## config.mk

```make
export PLATFORM = sky130hd
export DESIGN_NAME = qphase_clkgen
export DESIGN_NICKNAME = d
export VERILOG_FILES = /design/src/rtl/qpc_pkg.sv /design/src/rtl/qpc_prescaler.sv /design/src/rtl/qpc_edge_sync.sv /design/src/rtl/qpc_phase_ring.sv /design/src/rtl/qpc_reset_latch.sv /design/src/rtl/qphase_clkgen.sv
export SDC_FILE = /design/constraint.sdc
export NUM_CORES = 1
export LEC_CHECK = 0
export ABC_AREA = 1
export BUFFER_PORTS_ARGS = -buffer_cell sky130_fd_sc_hd__buf_2
export CELL_PAD_IN_SITES_DETAIL_PLACEMENT = 1
export CELL_PAD_IN_SITES_GLOBAL_PLACEMENT = 2
export CORE_ASPECT_RATIO = 1.2
export CORE_MARGIN = 2
export CORE_UTILIZATION = 31
export CTS_CLUSTER_DIAMETER = 150
export CTS_CLUSTER_SIZE = 10
export DETAILED_ROUTE_END_ITERATION = 7
export GPL_TIMING_DRIVEN = 0
export PLACE_DENSITY_LB_ADDON = 0.1
export SKIP_CTS_REPAIR_TIMING = 1
export SKIP_LAST_GASP = 1
export SLEW_MARGIN = 5
export SYNTH_ARGS = -nofsm -noshare
export SYNTH_HDL_FRONTEND = slang
export SYNTH_SLANG_ARGS = --single-unit
```

## constraint.sdc

```tcl
create_clock -name clk_i -period 1.3 [get_ports clk_i]
set_clock_uncertainty 0.05 [all_clocks]
set_input_delay 0.13 -clock clk_i [delete_from_list [all_inputs] [get_ports clk_i]]
set_output_delay 0.13 -clock clk_i [all_outputs]
set_load 0.1 [all_outputs]
```

## src/rtl/qpc_pkg.sv

```systemverilog
package qpc_pkg;

  // Tick source selection as registered for restart detection
  typedef struct packed {
    logic ext;   // external oscillator drives the ring
    logic fast;  // short prescale ratio for the internal source
  } qpc_sel_t;

endpackage

```

## src/rtl/qpc_prescaler.sv

```systemverilog
module qpc_prescaler #(
  parameter int SLOW_DIV = 4,
  parameter int FAST_DIV = 1
) (
  input  logic clk_i,
  input  logic rst_n_i,
  input  logic run_i,
  input  logic clear_i,
  input  logic fast_i,
  output logic tick_o
);
  localparam int MAXDIV = (SLOW_DIV > FAST_DIV) ? SLOW_DIV : FAST_DIV;
  localparam int CW     = (MAXDIV > 1) ? $clog2(MAXDIV) : 1;
  localparam logic [CW-1:0] LIM_SLOW = CW'(SLOW_DIV - 1);
  localparam logic [CW-1:0] LIM_FAST = CW'(FAST_DIV - 1);

  logic [CW-1:0] cnt_q, cnt_d;
  logic [CW-1:0] lim;
  logic          at_lim;

  always_comb begin
    lim    = fast_i ? LIM_FAST : LIM_SLOW;
    at_lim = (cnt_q == lim);
    if (clear_i || !run_i) begin
      cnt_d = '0;
    end else if (at_lim) begin
      cnt_d = '0;
    end else begin
      cnt_d = cnt_q + CW'(1);
    end
  end

  always_ff @(posedge clk_i or negedge rst_n_i) begin
    if (!rst_n_i) begin
      cnt_q <= '0;
    end else begin
      cnt_q <= cnt_d;
    end
  end

  assign tick_o = run_i & at_lim;

endmodule

```

## src/rtl/qpc_edge_sync.sv

```systemverilog
module qpc_edge_sync #(
  parameter int STAGES = 2
) (
  input  logic clk_i,
  input  logic rst_n_i,
  input  logic en_i,
  input  logic async_i,
  output logic rise_o
);
  // STAGES synchronizer flops plus one history flop for edge detection
  logic [STAGES:0] sh_q, sh_d;

  always_comb begin
    sh_d = {sh_q[STAGES-1:0], async_i};
  end

  always_ff @(posedge clk_i or negedge rst_n_i) begin
    if (!rst_n_i) begin
      sh_q <= '0;
    end else begin
      sh_q <= sh_d;
    end
  end

  assign rise_o = en_i & sh_q[STAGES-1] & ~sh_q[STAGES];

endmodule

```

## src/rtl/qpc_phase_ring.sv

```systemverilog
module qpc_phase_ring #(
  parameter int NPHASE = 4
) (
  input  logic              clk_i,
  input  logic              rst_n_i,
  input  logic              adv_i,
  input  logic              clear_i,
  output logic [NPHASE-1:0] ring_o
);
  logic [NPHASE-1:0] ring_q, ring_d;

  always_comb begin
    ring_d = ring_q;
    if (clear_i) begin
      ring_d = '0;
    end else if (adv_i) begin
      if (ring_q == '0) begin
        ring_d = NPHASE'(1);
      end else begin
        ring_d = {ring_q[NPHASE-2:0], ring_q[NPHASE-1]};
      end
    end
  end

  always_ff @(posedge clk_i or negedge rst_n_i) begin
    if (!rst_n_i) begin
      ring_q <= '0;
    end else begin
      ring_q <= ring_d;
    end
  end

  assign ring_o = ring_q;

endmodule

```

## src/rtl/qpc_reset_latch.sv

```systemverilog
module qpc_reset_latch (
  input  logic clk_i,
  input  logic rst_n_i,
  input  logic sample_i,
  input  logic d_i,
  output logic q_o
);
  logic q_q, q_d;

  always_comb begin
    q_d = sample_i ? d_i : q_q;
  end

  always_ff @(posedge clk_i or negedge rst_n_i) begin
    if (!rst_n_i) begin
      q_q <= 1'b0;
    end else begin
      q_q <= q_d;
    end
  end

  assign q_o = q_q;

endmodule

```

## src/rtl/qphase_clkgen.sv

```systemverilog
module qphase_clkgen #(
  parameter int NPHASE      = 4,
  parameter int SLOW_DIV    = 4,
  parameter int FAST_DIV    = 1,
  parameter int SYNC_STAGES = 2,
  parameter int SAMPLE_IDX  = 2
) (
  input  logic              clk_i,
  input  logic              rst_n_i,
  input  logic              src_ext_i,
  input  logic              mode_fast_i,
  input  logic              osc_ext_i,
  input  logic              rstreq_n_i,
  output logic [NPHASE-1:0] phase_o,
  output logic [NPHASE-1:0] phase_n_o,
  output logic              osc_mirror_o,
  output logic              sys_rst_n_o
);
  import qpc_pkg::*;

  qpc_sel_t sel_now, sel_q;
  logic     sel_chg;
  logic     tick_int, tick_ext, tick;
  logic     adv;
  logic [NPHASE-1:0] ring;

  assign sel_now.ext  = src_ext_i;
  assign sel_now.fast = mode_fast_i;

  always_ff @(posedge clk_i or negedge rst_n_i) begin
    if (!rst_n_i) begin
      sel_q <= '0;
    end else begin
      sel_q <= sel_now;
    end
  end

  assign sel_chg = (sel_now != sel_q);

  qpc_prescaler #(
    .SLOW_DIV (SLOW_DIV),
    .FAST_DIV (FAST_DIV)
  ) i_pre (
    .clk_i   (clk_i),
    .rst_n_i (rst_n_i),
    .run_i   (~src_ext_i),
    .clear_i (sel_chg),
    .fast_i  (mode_fast_i),
    .tick_o  (tick_int)
  );

  qpc_edge_sync #(
    .STAGES (SYNC_STAGES)
  ) i_sync (
    .clk_i   (clk_i),
    .rst_n_i (rst_n_i),
    .en_i    (src_ext_i),
    .async_i (osc_ext_i),
    .rise_o  (tick_ext)
  );

  assign tick = tick_int | tick_ext;
  assign adv  = tick & ~sel_chg;

  qpc_phase_ring #(
    .NPHASE (NPHASE)
  ) i_ring (
    .clk_i   (clk_i),
    .rst_n_i (rst_n_i),
    .adv_i   (adv),
    .clear_i (sel_chg),
    .ring_o  (ring)
  );

  qpc_reset_latch i_latch (
    .clk_i    (clk_i),
    .rst_n_i  (rst_n_i),
    .sample_i (adv & ring[SAMPLE_IDX]),
    .d_i      (rstreq_n_i),
    .q_o      (sys_rst_n_o)
  );

  assign phase_o      = ring;
  assign phase_n_o    = ~ring;
  assign osc_mirror_o = tick;

endmodule

```

==> flow_summary.json <==
{
  "status": "finished with violations",
  "violations": "hold timing, setup timing",
  "grt_start_max_net_pins": 13,
  "die_h_microns": 51.7,
  "vias_per_cell": 4.69,
  "cts_buffers": 3,
  "reg2reg_to": "i_ring.ring_o[0]",
  "stdcell_area_sq_um": 885,
  "startpoint_type": "flip-flop",
  "fillers": 182,
  "synthCells": 50,
  "layout_min_cycle_time_ns": 1.52,
  "clock.fmax_mhz": 657,
  "postSynthAreaPerCell_sq_um": 11.7,
  "gr-usage-all-layers_pct": 12.0,
  "seqPwrFrac_pct": 45.2,
  "dp_slack_ns": -0.252,
  "place_area_sq_um": 724,
  "yosys_warnings": 0,
  "cap_violations": 0,
  "cts_sinks": 12,
  "startpoint": "i_pre.cnt_q[0]",
  "dp.final_hpwl_microns": 947,
  "syn_nets": 56,
  "wl_microns": 1170,
  "switchingPower_w": 0.000260,
  "end_kind": "primary output",
  "wire_per_inst_microns": 12.5,
  "grt.busiest_layer": "met2",
  "final_cells": 93,
  "die_w_microns": 43.7,
  "portBuffers": 15,
  "worst_pin_slew_ns": 0.484,
  "num_vias": 436,
  "hold_viol_final": 1,
  "grt_use_met3_pct": 2.43,
  "grt_pass1_wl_microns": 1950,
  "peakVddDrop_mv": 0.540,
  "hold_ws_ns": -0.0250,
  "rsz0062_at_grt": "yes",
  "clk_path_buf_depth": 2,
  "area_growth_pct": 50.7,
  "grt-ovfl-total": 0,
  "setup_slack_ns": -0.223,
  "p_int_w": 0.000616,
  "hold_class": "in -> reg",
  "insertion_delay_ns": 0.27,
  "powerDensity_mw_per_mm2": 990,
  "use_met1_pct": 13.2,
  "finalSetupTns_ns": -0.223,
  "setup_viol": 1,
  "post-route-util_pct": 48.9,
  "drive_above_1_share_pct": 67.6,
  "layout_common_cells": "clkbuf_4 (7), dfrtp_1 (7), buf_2 (6)",
  "cts_tree": "yes",
  "crit_arrival_ns": 1.34,
  "critPathKind": "reg -> out",
  "root_buffer": "clkbuf_4",
  "p_sw_share_pct": 29.7,
  "crit_end": "osc_mirror_o",
  "grt_pass1_vias": 431,
  "combPwrFrac_pct": 20.9,
  "firstDrtPassIters": 2,
  "rrSetupSlack_ns": 0.03,
  "ys_seq_area_share_pct": 51.2,
  "drc_errors": 0,
  "ioPinCount": 16,
  "placed_cells": 84,
  "die_area_sq_mm": 0.00226,
  "synth_area_sq_um": 587,
  "clkTransAtPathRegs_ns": 0.08,
  "ys_types": 17,
  "worstPathMaxFanout": 5,
  "htreeDepth": 1,
  "diodes": 0,
  "place_congestion": 0.694,
  "start_util_pct": 32.5,
  "r2r-start": "i_pre.cnt_q[0]",
  "leakage_nw": 0.384,
  "r2r_cells": 6,
  "slew_headroom_pct": 67.9,
  "antenna_found_initial": 0,
  "postRouteAntennaNets": 0,
  "nets": 81,
  "worstPathRequired_ns": 1.12,
  "power_frac_clock_pct": 33.9,
  "core_sq_mm": 0.00181,
  "rows": 17,
  "drt_iter0_drc": 3,
  "synth.ff_latch_count": 12,
  "use_met2_pct": 22.1,
  "finalCritPeriodShare_pct": 117,
  "drv_slew": 0
}
through the flow:
stage / power [W] / hold WS [ns]
2_1_floorplan: 0.000524 / -0.216
3_3_place_gp: 0.000558 / -0.0224
3_5_place_dp: 0.000560 / -0.0198
4_1_cts: 0.000860 / -0.316
5_1_grt: 0.000913 / -0.0199
6_report: 0.000876 / -0.0250
kinds of logic (layout without fill, tap and decap cells):
group	Yosys count	count (layout)	share of synthesized area (%)
simple gates	23	23	32.8
flops	12	12	51.2
buf+inv	8	32	5.12
compound gates	7	7	10.9
power by group through the flow:
stage | sequential (W) | clock (W) | combinational (W)
finish | 0.000396 | 0.000297 | 0.000183
CTS | 0.000396 | 0.000308 | 0.000156
detailed placement | 0.000404 | 0 | 0.000156
global route | 0.000398 | 0.000320 | 0.000195
global placement | 0.000403 | 0 | 0.000155
floorplan | 0.000422 | 0 | 0.000102
registers in the layout, summed over array words and instances (netlist names):
name	count
i_ring.ring_o	4
i_sync.sh_q	3
i_pre.cnt_q	2
sel_q	2
i_latch.q_o	1
metal layers:
| metal | up-vias | part of all wire [%] | routed length, microns |
|---|---|---|---|
| li1 | 211 | - | - |
| met1 | 209 | 38 | 439 |
| met2 | 16 | 56 | 653 |
| met3 | 0 | 6.1 | 71 |
| met4 | 0 | 0 | 0 |
| met5 | - | 0 | 0 |
cell type report:
cell class | instances | area [sq um] | area share (%)
clock buffers | 4 | 36.3 | 4.10
inverters | 8 | 45.0 | 5.09
multi-input cells | 30 | 273 | 30.8
flip-flops and latches | 12 | 317 | 35.8
well taps | 19 | 23.8 | 2.69
repair buffers | 20 | 190 | 21.5
cells in the mapped netlist (all sizes together):
library cell / n / area [sq um]
nand3: 6 / 67.6
nor2: 4 / 33.8
a211oi: 1 / 12.5
nand4: 1 / 6.26
dfrtp: 12 / 300
o21ai: 5 / 43.8
o31ai: 1 / 7.51
inv: 8 / 30.0
nand2: 10 / 65.1
nor3b: 1 / 12.5
nand3b: 1 / 7.51
how the worst min path moves through the flow:
stage / slack (ns) / cells after the start / start / to
2_1_floorplan: -0.22 / 0 / rst_n_i / i_latch.q_o
3_3_place_gp: -0.02 / 1 / rst_n_i / i_ring.ring_o[2]
3_5_place_dp: -0.02 / 1 / rst_n_i / i_latch.q_o
4_1_cts: -0.32 / 1 / rst_n_i / i_ring.ring_o[3]
5_1_grt: -0.02 / 1 / src_ext_i / sel_q[1]
6_report: -0.02 / 1 / src_ext_i / sel_q[1]
critical path: stages, from the launching register on:
cell and delay [ns]:
dfrtp_2 0.46, o21ai_4 0.21, nand3_4 0.12, nand2_8 0.11, buf_12 0.18
Note: power is estimated with default switching activity, not from simulation.
